--- src/rtl/exc_prio_pkg.sv ---
package exc_prio_pkg;

  localparam int NUM_EV = 10;

  localparam int EV_HWRST  = 0;
  localparam int EV_MCHK   = 1;
  localparam int EV_INIT   = 2;
  localparam int EV_SMGMT  = 3;
  localparam int EV_TRAP   = 4;
  localparam int EV_SWI    = 5;
  localparam int EV_NMI    = 6;
  localparam int EV_INTR   = 7;
  localparam int EV_XFAULT = 8;
  localparam int EV_FFAULT = 9;

  typedef enum logic [1:0] {
    CLS_FAULT = 2'b00,
    CLS_TRAP  = 2'b01,
    CLS_ABORT = 2'b10,
    CLS_INTR  = 2'b11
  } ev_cls_e;

  function automatic ev_cls_e ev_class(int idx);
    case (idx)
      EV_HWRST, EV_MCHK:                   return CLS_ABORT;
      EV_TRAP, EV_SWI:                     return CLS_TRAP;
      EV_XFAULT, EV_FFAULT:                return CLS_FAULT;
      default:                             return CLS_INTR;
    endcase
  endfunction

  function automatic logic [7:0] ev_vector(int idx);
    case (idx)
      EV_HWRST:  return 8'hF0;
      EV_MCHK:   return 8'h12;
      EV_INIT:   return 8'hF1;
      EV_SMGMT:  return 8'hF2;
      EV_TRAP:   return 8'h01;
      EV_NMI:    return 8'h02;
      EV_INTR:   return 8'h20;
      EV_XFAULT: return 8'h0D;
      EV_FFAULT: return 8'h0E;
      default:   return 8'h00;
    endcase
  endfunction

endpackage

--- src/rtl/exc_pend_reg.sv ---
module exc_pend_reg
  import exc_prio_pkg::*;
#(
  parameter int N     = NUM_EV,
  parameter int VEC_W = 8
) (
  input  logic             clk,
  input  logic             rst_n,
  input  logic [N-1:0]     set_i,
  input  logic [N-1:0]     clr_i,
  input  logic [VEC_W-1:0] swi_vec_i,
  output logic [N-1:0]     pend_o,
  output logic [VEC_W-1:0] swi_vec_o
);

  logic [N-1:0]     pend_q;
  logic [VEC_W-1:0] swv_q;

  // a fresh request wins over the clear of the same bit
  always_ff @(posedge clk) begin
    if (!rst_n) begin
      pend_q <= '0;
      swv_q  <= '0;
    end else begin
      pend_q <= (pend_q & ~clr_i) | set_i;
      if (set_i[EV_SWI]) swv_q <= swi_vec_i;
    end
  end

  assign pend_o    = pend_q;
  assign swi_vec_o = swv_q;

endmodule

--- src/rtl/exc_pick.sv ---
module exc_pick
  import exc_prio_pkg::*;
#(
  parameter int N = NUM_EV
) (
  input  logic [N-1:0] pend_i,
  input  logic         int_en_i,
  input  logic         boundary_i,
  output logic [N-1:0] grant_o,
  output logic         any_o
);

  logic [N-1:0] elig;
  logic [N:0]   above;

  assign above[0] = 1'b0;

  generate
    for (genvar i = 0; i < N; i++) begin : g_rank
      if (i == EV_INTR) begin : g_masked
        assign elig[i] = pend_i[i] & int_en_i & boundary_i;
      end else begin : g_plain
        assign elig[i] = pend_i[i] & boundary_i;
      end
      assign grant_o[i]  = elig[i] & ~above[i];
      assign above[i+1]  = above[i] | elig[i];
    end
  endgenerate

  assign any_o = above[N];

endmodule

--- src/rtl/exc_out_stage.sv ---
module exc_out_stage
  import exc_prio_pkg::*;
#(
  parameter int N     = NUM_EV,
  parameter int PC_W  = 32,
  parameter int VEC_W = 8
) (
  input  logic             clk,
  input  logic             rst_n,
  input  logic [N-1:0]     grant_i,
  input  logic             any_i,
  input  logic [VEC_W-1:0] swi_vec_i,
  input  logic [PC_W-1:0]  retire_pc_i,
  input  logic [PC_W-1:0]  next_pc_i,
  output logic             take_o,
  output logic [VEC_W-1:0] vec_o,
  output logic [1:0]       cls_o,
  output logic [PC_W-1:0]  restart_pc_o,
  output logic             restartable_o
);

  logic [VEC_W-1:0] vec_d;
  ev_cls_e          cls_d;
  logic [PC_W-1:0]  pc_d;

  always_comb begin
    vec_d = '0;
    cls_d = CLS_FAULT;
    for (int i = 0; i < N; i++) begin
      if (grant_i[i]) begin
        vec_d = (i == EV_SWI) ? swi_vec_i : VEC_W'(ev_vector(i));
        cls_d = ev_class(i);
      end
    end
    case (cls_d)
      CLS_FAULT: pc_d = retire_pc_i;
      CLS_ABORT: pc_d = '0;
      default:   pc_d = next_pc_i;
    endcase
    if (!any_i) pc_d = '0;
  end

  always_ff @(posedge clk) begin
    if (!rst_n) begin
      take_o        <= 1'b0;
      vec_o         <= '0;
      cls_o         <= '0;
      restart_pc_o  <= '0;
      restartable_o <= 1'b0;
    end else begin
      take_o        <= any_i;
      vec_o         <= any_i ? vec_d : '0;
      cls_o         <= any_i ? cls_d : 2'b00;
      restart_pc_o  <= pc_d;
      restartable_o <= any_i && (cls_d != CLS_ABORT);
    end
  end

endmodule

--- src/rtl/exc_prio_select.sv ---
module exc_prio_select
  import exc_prio_pkg::*;
#(
  parameter int PC_W = 32
) (
  input  logic            clk,
  input  logic            rst_n,
  input  logic            retire_valid,
  input  logic            int_en,
  input  logic [PC_W-1:0] retire_pc,
  input  logic [PC_W-1:0] next_pc,
  input  logic            req_hwrst,
  input  logic            req_mchk,
  input  logic            req_init,
  input  logic            req_smgmt,
  input  logic            req_trap,
  input  logic            req_swi,
  input  logic [7:0]      swi_vec,
  input  logic            req_nmi,
  input  logic            req_intr,
  input  logic            req_xfault,
  input  logic            req_ffault,
  output logic            take,
  output logic [7:0]      vec,
  output logic [1:0]      cls,
  output logic [PC_W-1:0] restart_pc,
  output logic            restartable
);

  localparam int N     = NUM_EV;
  localparam int VEC_W = 8;

  logic [N-1:0]     req_bus;
  logic [N-1:0]     pend;
  logic [N-1:0]     grant;
  logic             any_grant;
  logic [VEC_W-1:0] swv;

  always_comb begin
    req_bus            = '0;
    req_bus[EV_HWRST]  = req_hwrst;
    req_bus[EV_MCHK]   = req_mchk;
    req_bus[EV_INIT]   = req_init;
    req_bus[EV_SMGMT]  = req_smgmt;
    req_bus[EV_TRAP]   = req_trap;
    req_bus[EV_SWI]    = req_swi;
    req_bus[EV_NMI]    = req_nmi;
    req_bus[EV_INTR]   = req_intr;
    req_bus[EV_XFAULT] = req_xfault;
    req_bus[EV_FFAULT] = req_ffault;
  end

  exc_pend_reg #(.N(N), .VEC_W(VEC_W)) u_pend (
    .clk       (clk),
    .rst_n     (rst_n),
    .set_i     (req_bus),
    .clr_i     (grant),
    .swi_vec_i (swi_vec),
    .pend_o    (pend),
    .swi_vec_o (swv)
  );

  exc_pick #(.N(N)) u_pick (
    .pend_i     (pend),
    .int_en_i   (int_en),
    .boundary_i (retire_valid),
    .grant_o    (grant),
    .any_o      (any_grant)
  );

  exc_out_stage #(.N(N), .PC_W(PC_W), .VEC_W(VEC_W)) u_out (
    .clk           (clk),
    .rst_n         (rst_n),
    .grant_i       (grant),
    .any_i         (any_grant),
    .swi_vec_i     (swv),
    .retire_pc_i   (retire_pc),
    .next_pc_i     (next_pc),
    .take_o        (take),
    .vec_o         (vec),
    .cls_o         (cls),
    .restart_pc_o  (restart_pc),
    .restartable_o (restartable)
  );

endmodule

--- config.mk ---
export PLATFORM = sky130hd
export DESIGN_NAME = exc_prio_select
export DESIGN_NICKNAME = d
export VERILOG_FILES = /design/src/rtl/exc_prio_pkg.sv /design/src/rtl/exc_pend_reg.sv /design/src/rtl/exc_pick.sv /design/src/rtl/exc_out_stage.sv /design/src/rtl/exc_prio_select.sv
export SDC_FILE = /design/constraint.sdc
export NUM_CORES = 1
export LEC_CHECK = 0
export BUFFER_PORTS_ARGS = -buffer_cell sky130_fd_sc_hd__buf_2
export CORE_MARGIN = 5
export CORE_UTILIZATION = 47
export DETAILED_ROUTE_END_ITERATION = 7
export PLACE_DENSITY = 0.87
export SYNTH_ARGS = -nofsm -noshare
export SYNTH_HDL_FRONTEND = slang
export SYNTH_HIERARCHICAL = 1
export SYNTH_SLANG_ARGS = --single-unit
--- constraint.sdc ---
create_clock -name clk -period 6 [get_ports clk]
set_input_delay 0.6 -clock clk [delete_from_list [all_inputs] [get_ports clk]]
set_output_delay 0.6 -clock clk [all_outputs]
set_load 0.01 [all_outputs]
==> key figures, run 1 <==
Power
  • Total power: 1010 uW
  • Share of total power in combinational logic: 11.7%
  • Design internal power: 796 uW
  • Static leakage: 0.00158 uW
  • Clock network fraction of design power: 44.1%
  • Switching part of the total: 21.2%
  • Net switching component of the power: 215 uW
  • Sequential group share of total power: 44.2%
  • Highest ir drop seen on vdd: 0.183 mV
  • Power density of the placed cells: 316 mW/mm2

Critical path
  • Worst endpoint required time: 6.25 ns
  • Startpoint type of the worst setup path: primary input
  • Sort of element at the end of the critical path: register
  • Number of buffers and inverters on the critical path: 2
  • Path depth of the worst reg2reg path: 7
  • Cell type group with the largest total delay on the critical path: simple AND/OR/NAND/NOR gates
  • Slowest cell on crit path: nor3_1
  • Longest individual stage delay on the worst path: 0.88 ns
  • Start-to-end type of the worst setup path: in2reg
  • FF-to-FF setup slack: 3.22 ns
  • Critical path data arrival time: 3.09 ns
  • Worst reg2reg path endpoint: u_out/restart_pc_o[31]$_SDFF_PN0_
  • Worst-path maximum fanout: 33
  • Worst reg2reg startpoint: u_pend/pend_o[0]$_SDFF_PN0_
  • Cell-by-cell listing of the critical path: buf_2, or3b_1, nor3_1, or4_4, nor3_2, nor2_2, buf_4, a22o_1

Min path
  • Type of the worst min-delay path: reg2reg
  • Instance count along the most critical hold path: 2
  • Hold-critical path endpoint: u_out/vec_o[6]$_SDFF_PP0_
  • HP Start: u_pend/swi_vec_o[6]$_SDFFE_PN0P_

Layout
  • Final std cells w/o fill: 405
  • Final Util: 67.2%
  • Growth of design area from synthesis to finish: 37.3%
  • Layout Nets: 419
  • Total inserted antenna cells: 0
  • Share of final-layout standard cells stronger than drive strength 1: 45.6%

Floorplanning
  • Initial Utilization: 49.0%
  • Die H: 80.4 um
  • I/O pin count: 130
  • Core outline area: 0.00475 mm2
  • Die footprint: 0.00646 mm2
  • Core Rows: 25
  • Width of the die: 80.4 um

Drt
  • Number of DRC markers after the initial detailed-route iteration: 78
  • Final routed DRC violation total: 0
  • First-pass iteration count of the detailed router: 4
  • Average detailed-routed wire length per instance: 15.0 um
  • Remaining antenna violation count: 0
  • Total wire length after detailed routing: 6080 um
  • Via count: 1986
  • Vias per cell: 4.90

STA
  • Final worst clock skew: 0.00838 ns
  • Worst rel slew slack: 31.8%
  • Final Hold Viols: 0
  • Setup violation total in the final timing report: 0
  • Slack of the critical path: 3.16 ns
  • Max Fclk: 353 MHz
  • Final critical delay including setup and external delays: 2.84 ns
  • Aggregate negative setup slack: 0 ns
  • Transition at the pin with the smallest max-transition slack: 1.02 ns
  • Max-slew violation count: 0
  • Final cycle utilization of the critical path: 47.3%
  • Unrepaired setup endpoints after global routing: false

Clock tree
  • H-tree level count: 3
  • CTS root buffer: clkbuf_8
  • CTS sink cnt: 62
  • Setup fix buffers added after clock tree synthesis: 0
  • Skew-Pair Late Insertion Delay: 0.32 ns
  • Number of resized instances in the post-cts repair step: 0
  • Post-CTS Hold Buffers: 0
  • TritonCTS clock tree: built
  • CTS buffer count: 9
  • Clock-pin slew on the worst setup and hold paths: 0.06 ns
  • CTS max path bufs: 2

Placement
  • Gpl congestion: 0.839
  • DP Worst Slack: 2.82 ns
  • HPWL reported at the end of detailed placement: 4660 um
  • Total instance count after detailed placement: 389
  • Port buffer count: 129

Global route
  • Initial antenna violation count: 0
  • Gr usage total: 18.5%
  • Maximum number of pins on one net before global-route repair: 34
  • Number of global-route vias before repair: 1930
  • Global route overflow: 0
  • Wire length of the first global-routing pass: 9180 um

Yosys
  • Post-synthesis instance area: 0.00233 mm2
  • Synth Net Count: 289
  • Area contributors post-synth: dfxtp_1 (53%), a22o_1 (12%), nor2b_1 (5.1%), buf_6 (4.8%), o21a_1 (3.5%)
  • Number of flip-flops and latches in the synthesized netlist: 62
  • Avg Synthesized Cell Area: 11.5 um2
  • Proportion of synthesized chip area in sequential cells: 53.3%
  • Top-area cell type share of the netlist area: 53.3%
  • Mapped Cells: 203
  • Number of distinct standard cells referenced by the synthesized netlist: 40
  • Synth warn: 6
  • Cell type with the largest total area after synthesis: dfxtp_1

Status
  • Result of the run: completed

Run
  • Number of maximum-capacitance constraint violations: 0
==> cells in the final DEF, fill, tap and decap left out, types with 5 or more instances in the layout <==
cell type  count
clkbuf_8      11
inv_1          5
nor2b_1       19
nand2_1        7
dfxtp_1       62
buf_2        129
o21a_1        11
a22o_1        32
mux2i_1        8
a21oi_1        7
==> sequential cells by signal, summed over array words and instances (netlist names) <==
name                 count
u_out/restart_pc_o      32
u_pend/pend_o           10
u_out/vec_o              8
u_pend/swi_vec_o         8
u_out/cls_o              2
u_out/restartable_o      1
u_out/take_o             1
==> through the flow <==
| stage | hold slack (ns) | cell area (um2) |
|---|---|---|
| 2_1_floorplan | 0.443 | 2330 |
| 3_3_place_gp | 0.476 | 2950 |
| 3_5_place_dp | 0.462 | 2950 |
| 4_1_cts | 0.466 | 3200 |
| 5_1_grt | 0.472 | 3200 |
| 6_report | 0.474 | 3200 |
==> power groups by stage <==
stage	Sequential, uW	Combinational [uW]	Clock, uW
final	447	118	446
after global routing	450	128	476
after CTS	447	119	453
after detailed placement	456	118	0
after global placement	456	115	0
after floorplan	464	60.5	0
==> logic make-up after synthesis <==
kind of cell	Yosys count	share of synthesized area, %
compound gates	60	20.4
simple gates	57	17.0
buf+inv	16	5.86
mux	8	3.44
flops	62	53.3
==> cell usage after synthesis, drive strengths merged <==
cell type  count
a211o          1
a21o           1
a21oi          7
a221oi         1
a22o          32
a31oi          2
and2           1
and3           1
and3b          1
buf           11
dfxtp         62
inv            5
mux2i          8
nand2          8
nand3          4
nor2           6
nor2b         19
nor3           4
nor3b          1
nor4           3
nor4b          1
o21a          11
o21ai          1
o21ba          1
o31a           1
o31ai          1
o41ai          1
or2b           1
or3            1
or3b           2
or4            3
or4b           1
==> layer usage <==
layer  vias to the layer above  part of all wire [%]  global-route usage [%]
li1                        997                     -                       -
met3                         6                   9.0                    4.93
met1                       903                    39                    20.9
met5                         -                     0                       0
met2                        80                    52                    33.0
met4                         0                  0.69                    7.09
==> worst max-delay path by stage <==
stage | startpoint | endpoint | slack, ns | cells after the start
floorplan | retire_valid | u_out/restart_pc_o[0]$_SDFF_PN0_ | 3.63 | 8
global route | retire_valid | u_out/restart_pc_o[31]$_SDFF_PN0_ | 2.95 | 8
finish | retire_valid | u_out/restart_pc_o[31]$_SDFF_PN0_ | 3.16 | 8
CTS | retire_valid | u_out/restart_pc_o[31]$_SDFF_PN0_ | 3.16 | 8
detailed placement | retire_valid | u_out/restart_pc_o[31]$_SDFF_PN0_ | 2.82 | 8
global placement | retire_valid | u_out/restart_pc_o[2]$_SDFF_PN0_ | 2.98 | 8
==> worst register-to-register path: stages (launching register included) <==
cell,delay (ns)
dfxtp_1,0.33
or3b_1,0.55
nor3_1,0.88
or4_4,0.27
nor3_2,0.05
nor2_2,0.10
buf_4,0.33
a22o_1,0.22
==> cell type report <==
class	instances	area (um2)
clock buffers	13	159
clock inverters	3	90.1
fillers	393	1560
inverters	5	18.8
multi-input cells	125	951
flip-flops and latches	62	1240
well taps	67	83.8
repair buffers	130	653
No activity file was read; power rests on OpenSTA's default activity.
==> inputs of run 2 (changes only) <==
--- a/config.mk
+++ b/config.mk
@@ -7,9 +7,9 @@
 export LEC_CHECK = 0
 export BUFFER_PORTS_ARGS = -buffer_cell sky130_fd_sc_hd__buf_2
 export CORE_MARGIN = 5
-export CORE_UTILIZATION = 47
+export CORE_UTILIZATION = 44
 export DETAILED_ROUTE_END_ITERATION = 7
-export PLACE_DENSITY = 0.87
+export PLACE_DENSITY = 0.83
 export SYNTH_ARGS = -nofsm -noshare
 export SYNTH_HDL_FRONTEND = slang
 export SYNTH_HIERARCHICAL = 1
==> constraint.sdc (replaced) <==
create_clock -name clk -period 2.9 [get_ports clk]
set_input_delay 0.29 -clock clk [delete_from_list [all_inputs] [get_ports clk]]
set_output_delay 0.29 -clock clk [all_outputs]
set_load 0.01 [all_outputs]
==> run 2 against run 1 <==
Via count rose by 5.3%. Die area rose by 6.0%. Sequential power rose by 110%. Hold slack got worse by 0.32 ns. Clock-buffer cell count fell by 1. Combinational power rose by 110%. Global-route usage barely moved. Clock skew barely moved. Non-clock buffer count rose by 5. Design area fell by 1.3%. Flip-flop and latch count did not move. Critical path type is now reg2reg. Critical endpoint is now u_out/restart_pc_o[25]$_SDFF_PN0_. Highest routed layer unchanged.
==> key figures, run 2 (synthesized netlist as in run 1, its figures left out) <==
Critical path
  • Number of buffers and inverters on the critical path: 2 (unchanged)
  • Start-to-end type of the worst setup path: reg2reg (was in2reg)
  • Sort of element at the end of the critical path: register (unchanged)
  • Longest individual stage delay on the worst path: 0.54 ns (was 0.88 ns)
  • Worst endpoint required time: 3.17 ns (was 6.25 ns)
  • Slowest cell on crit path: or4_4 (was nor3_1)
  • Worst reg2reg startpoint: u_pend/pend_o[0]$_SDFF_PN0_ (unchanged)
  • Startpoint type of the worst setup path: register (was primary input)
  • Startpoint of the worst setup timing path: u_pend/pend_o[0]$_SDFF_PN0_ (was retire_valid)
  • Worst-path maximum fanout: 32 (was 33)
  • Library cell appearing most often on the critical path: buf_4
  • Critical path data arrival time: 2.64 ns (was 3.09 ns)
  • Cell type group with the largest total delay on the critical path: simple AND/OR/NAND/NOR gates (unchanged)
  • Cell-by-cell listing of the critical path: or3b_1, nor4_2, buf_4, or4_4, o21a_1, nor2_4, buf_4, a22o_1 (was buf_2, or3b_1, nor3_1, or4_4, nor3_2, nor2_2, buf_4, a22o_1)

Placement
  • Total instance count after detailed placement: 397 (was 389)
  • Gpl congestion: 0.902 (was 0.839)
  • Port buffer count: 129 (unchanged)
  • HPWL reported at the end of detailed placement: 4750 um (was 4660 um)

Global route
  • Initial antenna violation count: 0 (unchanged)
  • Wire length of the first global-routing pass: 9450 um (was 9180 um)
  • Number of global-route vias before repair: 2021 (was 1930)
  • Maximum number of pins on one net before global-route repair: 34 (unchanged)
  • Global route overflow: 0 (unchanged)
  • Gr usage total: 18.6% (was 18.5%)

Power
  • Total power: 1820 uW (was 1010 uW)
  • Power density of the placed cells: 577 mW/mm2 (was 316 mW/mm2)
  • Static leakage: 0.00157 uW (was 0.00158 uW)
  • Highest ir drop seen on vdd: 0.294 mV (was 0.183 mV)

Layout
  • Growth of design area from synthesis to finish: 35.6% (was 37.3%)
  • Top reg by flops: u_out/restart_pc_o (unchanged)
  • Final std cells w/o fill: 413 (was 405)
  • Area occupied by multi-input gates: 951 um2 (unchanged)
  • Sequential Area: 0.00124 mm2 (unchanged)
  • Largest register FFs: 32 (unchanged)
  • Most frequent cells in the layout: buf_2 (129), dfxtp_1 (62), a22o_1 (32), nor2b_1 (19), o21a_1 (11) (was buf_2 (129), dfxtp_1 (62), a22o_1 (32), nor2b_1 (19))
  • Leading cell type in the layout, fill and taps excluded: buf_2 (unchanged)
  • Share of final-layout standard cells stronger than drive strength 1: 46.4% (was 45.6%)
  • Fill cell count: 449 (was 393)
  • Total inserted antenna cells: 0 (unchanged)
  • Layout Nets: 424 (was 419)

Clock tree
  • CTS buffer count: 9 (unchanged)
  • CTS root buffer: clkbuf_8 (unchanged)
  • Number of resized instances in the post-cts repair step: 0 (unchanged)
  • CTS sink cnt: 62 (unchanged)
  • CTS max path bufs: 2 (unchanged)
  • TritonCTS clock tree: built (unchanged)
  • H-tree level count: 3 (unchanged)
  • Post-CTS Hold Buffers: 0 (unchanged)
  • Setup fix buffers added after clock tree synthesis: 0 (unchanged)
  • Clock-pin slew on the worst setup and hold paths: 0.07 ns (was 0.06 ns)
  • Skew-Pair Late Insertion Delay: 0.33 ns (was 0.32 ns)

STA
  • Aggregate negative setup slack: 0 ns (unchanged)
  • Final critical delay including setup and external delays: 2.37 ns
  • Final worst clock skew: 0.00874 ns (was 0.00838 ns)
  • Final cycle utilization of the critical path: 81.7%
  • Worst rel slew slack: 66.2% (was 31.8%)
  • Setup violation total in the final timing report: 0 (unchanged)
  • Unrepaired setup endpoints after global routing: false (unchanged)
  • Max-slew violation count: 0 (unchanged)
  • Max Fclk: 422 MHz
  • Final Hold Viols: 0 (unchanged)
  • Transition at the pin with the smallest max-transition slack: 0.503 ns (was 1.02 ns)

Floorplanning
  • Initial Utilization: 45.3% (was 49.0%)
  • I/O pin count: 130 (unchanged)
  • Core Rows: 26 (was 25)
  • Core outline area: 0.00514 mm2 (was 0.00475 mm2)
  • Die H: 82.7 um (was 80.4 um)
  • Width of the die: 82.7 um (was 80.4 um)
  • Die footprint: 0.00685 mm2 (was 0.00646 mm2)

Drt
  • Vias per cell: 5.06 (was 4.90)
  • Final routed DRC violation total: 0 (unchanged)
  • Via count: 2091 (was 1986)
  • Remaining antenna violation count: 0 (unchanged)
  • Average detailed-routed wire length per instance: 15.3 um (was 15.0 um)
  • First-pass iteration count of the detailed router: 4 (unchanged)
  • Number of DRC markers after the initial detailed-route iteration: 77 (was 78)
  • Total wire length after detailed routing: 6320 um (was 6080 um)

Status
  • Result of the run: completed (unchanged)

Min path
  • Type of the worst min-delay path: in2reg (was reg2reg)
  • HP Start: retire_pc[10] (was u_pend/swi_vec_o[6]$_SDFFE_PN0P_)

Run
  • Number of maximum-capacitance constraint violations: 0 (unchanged)
## run 2: cell count changes in the layout (fill, tap and decap cells not counted)
cell and delta:
buf_4 +5, bufinv_16 -3, clkbuf_8 -1, clkinv_2 +3, clkinvlp_4 +1
## run 2: worst paths after layout
check,to,slack [ns],cells after the start
max,u_out/restart_pc_o[25]$_SDFF_PN0_,0.53,8
min,u_out/restart_pc_o[10]$_SDFF_PN0_,0.16,2
max reg2reg,u_out/restart_pc_o[25]$_SDFF_PN0_,0.53,8
min reg2reg,u_out/vec_o[4]$_SDFF_PP0_,0.48,2
## run 2: through the flow
stage               worst slack (ns)  instance area (um2)  hold slack [ns]  utilization [%]
floorplan                      0.789                 2330            0.414                -
global placement               0.490                 2990            0.458             58.2
detailed placement             0.451                 2990            0.462             58.2
CTS                            0.531                 3160            0.142             61.4
global route                   0.379                 3160            0.153             61.4
finish                         0.530                 3160            0.159             61.4
## run 2: per-layer routing
| metal | part of all wire, % | global-route usage, % |
|---|---|---|
| met5 | 0 | 0 |
| met4 | 1.6 | 9.80 |
| met3 | 12 | 5.53 |
| met2 | 50 | 32.5 |
| met1 | 36 | 20.1 |
## run 2: final cells by class
| type | count | share of cell area, % |
|---|---|---|
| Timing Repair Buffer | 135 | 21.9 |
| Inverter | 5 | 0.595 |
| Sequential cell | 62 | 39.3 |
| Multi-Input combinational cell | 125 | 30.1 |
| Clock inverter | 4 | 0.713 |
| Clock buffer | 12 | 4.60 |
| Tap cell | 70 | 2.77 |
## run 2: power by group
group	total [uW]	internal (uW)	switching, uW	leakage, uW
combinational	248	126	122	0.000973
clock	647	329	318	0.0000861
sequential	926	905	21.2	0.000509
==> inputs of run 3 (changes only) <==
==> constraint.sdc (replaced) <==
create_clock -name clk -period 2.3 [get_ports clk]
set_input_delay 0.23 -clock clk [delete_from_list [all_inputs] [get_ports clk]]
set_output_delay 0.23 -clock clk [all_outputs]
set_load 0.01 [all_outputs]
==> run 3 against run 2 <==
Flip-flop and latch count unchanged. Global-route usage decreased by 0.42 points. Clock-buffer cell count increased by 1. Clock power increased by 68%. Sequential power increased by 26%.
==> key figures, run 3 (synthesized netlist as in run 1, its figures left out) <==
Status
  • Result of the run: completed (unchanged)

Drt
  • Average detailed-routed wire length per instance: 15.4 um (was 15.3 um)
  • Final routed DRC violation total: 0 (unchanged)
  • Via count: 2112 (was 2091)
  • Total wire length after detailed routing: 6430 um (was 6320 um)
  • Remaining antenna violation count: 0 (unchanged)
  • Vias per cell: 5.05 (was 5.06)
  • First-pass iteration count of the detailed router: 4 (unchanged)
  • Number of DRC markers after the initial detailed-route iteration: 61 (was 77)

STA
  • Worst rel slew slack: 61.8% (was 66.2%)
  • Max-slew violation count: 0 (unchanged)
  • Final Hold Viols: 0 (unchanged)
  • Aggregate negative setup slack: 0 ns (unchanged)
  • Final cycle utilization of the critical path: 96.4% (was 81.7%)
  • Final critical delay including setup and external delays: 2.22 ns (was 2.37 ns)
  • Final worst clock skew: 0.00667 ns (was 0.00874 ns)
  • Worst hold slack: 0.110 ns (was 0.159 ns)
  • Transition at the pin with the smallest max-transition slack: 0.568 ns (was 0.503 ns)
  • Unrepaired setup endpoints after global routing: false (unchanged)
  • Setup violation total in the final timing report: 0 (unchanged)
  • Max Fclk: 451 MHz (was 422 MHz)

Placement
  • HPWL reported at the end of detailed placement: 4820 um (was 4750 um)
  • Gpl congestion: 0.837 (was 0.902)
  • Port buffer count: 129 (unchanged)
  • Total instance count after detailed placement: 402 (was 397)
  • Total cell area at the placement stage: 0.00305 mm2 (was 0.00299 mm2)

Clock tree
  • TritonCTS clock tree: built (unchanged)
  • H-tree level count: 3 (unchanged)
  • Setup fix buffers added after clock tree synthesis: 0 (unchanged)
  • Post-CTS Hold Buffers: 0 (unchanged)
  • CTS max path bufs: 2 (unchanged)
  • Clock-pin slew on the worst setup and hold paths: 0.06 ns (was 0.07 ns)
  • Skew-Pair Late Insertion Delay: 0.33 ns (about the same)
  • CTS sink cnt: 62 (unchanged)
  • CTS buffer count: 9 (unchanged)
  • CTS root buffer: clkbuf_8 (unchanged)

Global route
  • Maximum number of pins on one net before global-route repair: 34 (unchanged)
  • Gr usage total: 18.2% (was 18.6%)
  • Number of global-route vias before repair: 1994 (was 2021)
  • Global route overflow: 0 (unchanged)
  • Initial antenna violation count: 0 (unchanged)
  • Wire length of the first global-routing pass: 9090 um (was 9450 um)

Critical path
  • Worst-path maximum fanout: 33 (was 32)
  • FF-to-FF setup slack: 0.08 ns (was 0.53 ns)
  • Startpoint of the worst setup timing path: u_pend/pend_o[2]$_SDFF_PN0_ (was u_pend/pend_o[0]$_SDFF_PN0_)
  • Worst endpoint required time: 2.51 ns (was 3.17 ns)
  • Sort of element at the end of the critical path: register (unchanged)
  • Startpoint type of the worst setup path: register (unchanged)
  • Start-to-end type of the worst setup path: reg2reg (unchanged)
  • Worst reg2reg startpoint: u_pend/pend_o[2]$_SDFF_PN0_ (was u_pend/pend_o[0]$_SDFF_PN0_)
  • Critical path data arrival time: 2.43 ns (was 2.64 ns)

Floorplanning
  • Core Rows: 26 (unchanged)
  • I/O pin count: 130 (unchanged)
  • Width of the die: 82.7 um (unchanged)
  • Initial Utilization: 45.3% (unchanged)
  • Die H: 82.7 um (unchanged)
  • Core outline area: 0.00514 mm2 (unchanged)
  • Die footprint: 0.00685 mm2 (unchanged)

Layout
  • Post-layout instance area: 0.00329 mm2 (was 0.00316 mm2)
  • Leading cell type in the layout, fill and taps excluded: buf_2 (unchanged)
  • Top reg by flops: u_out/restart_pc_o (unchanged)
  • Largest register FFs: 32 (unchanged)
  • Most frequent cells in the layout: buf_2 (129), dfxtp_1 (62), a22o_1 (32), nor2b_1 (19), clkbuf_8 (12) (was buf_2 (129), dfxtp_1 (62), a22o_1 (32), nor2b_1 (19), o21a_1 (11))
  • Layout Nets: 429 (was 424)
  • Share of final-layout standard cells stronger than drive strength 1: 47.7% (was 46.4%)
  • Fill cell count: 420 (was 449)
  • Final std cells w/o fill: 418 (was 413)
  • Growth of design area from synthesis to finish: 41.2% (was 35.6%)
  • Total inserted antenna cells: 0 (unchanged)

Power
  • Static leakage: 0.00163 uW (was 0.00157 uW)
  • Power density of the placed cells: 786 mW/mm2 (was 577 mW/mm2)
  • Highest ir drop seen on vdd: 0.520 mV (was 0.294 mV)
  • Total power: 2590 uW (was 1820 uW)

Run
  • Number of maximum-capacitance constraint violations: 0 (unchanged)

Min path
  • HP Start: req_hwrst (was retire_pc[10])
  • Type of the worst min-delay path: in2reg (unchanged)
-- run 3: path summary, 6_finish.rpt --
| kind | to | depth (start not counted) |
|---|---|---|
| min | u_pend/pend_o[0]$_SDFF_PN0_ | 2 |
| min reg2reg | u_out/vec_o[6]$_SDFF_PP0_ | 2 |
| max reg2reg | u_out/restart_pc_o[3]$_SDFF_PN0_ | 7 |
| max | u_out/restart_pc_o[3]$_SDFF_PN0_ | 7 |
-- run 3: metal layers --
metal / global-route usage, % / vias up / routed length (um) / part of all wire [%]
li1: - / 1020 / - / -
met5: 0 / - / 0 / 0
met2: 31.7 / 118 / 3240 / 50
met3: 7.16 / 11 / 829 / 13
met4: 9.64 / 0 / 113 / 1.8
met1: 18.6 / 963 / 2250 / 35
-- run 3: through the flow --
stage | worst slack, ns | utilization (%)
after floorplan | 0.189 | -
after CTS | 0.0983 | 63.9
after global routing | 0.0417 | 64.0
after detailed placement | 0.0841 | 59.4
final | 0.0836 | 64.0
after global placement | 0.154 | 59.4
-- run 3: area by class of cell --
| type | instances | area [um2] | area share (%) |
|---|---|---|---|
| clock buffers | 13 | 169 | 5.14 |
| clock inverters | 3 | 65.1 | 1.98 |
| inverters | 5 | 18.8 | 0.571 |
| multi-input cells | 125 | 953 | 29.0 |
| flip-flops and latches | 62 | 1240 | 37.7 |
| well taps | 70 | 87.6 | 2.66 |
| repair buffers | 140 | 753 | 22.9 |
-- run 3: worst max-delay path, cell delays in order (launching register included) --
cell     delay (ns)
dfxtp_1        0.40
or3_1          0.36
nor4_2         0.10
or4_4          0.55
nor3_2         0.19
nor2_2         0.07
buf_12         0.17
a22o_1         0.25
-- run 3: where the power goes --
group / internal [uW] / total [uW] / switching [uW] / leakage [uW]
Combinational: 169 / 327 / 158 / 0.00101
Sequential: 1140 / 1170 / 26.6 / 0.000509
Clock: 698 / 1090 / 394 / 0.000120
-- run 3: timing repair --
action	in CTS	in global routing
resized for setup	0	1
endpoints found under the hold margin	0	0
setup endpoints to repair	0	2
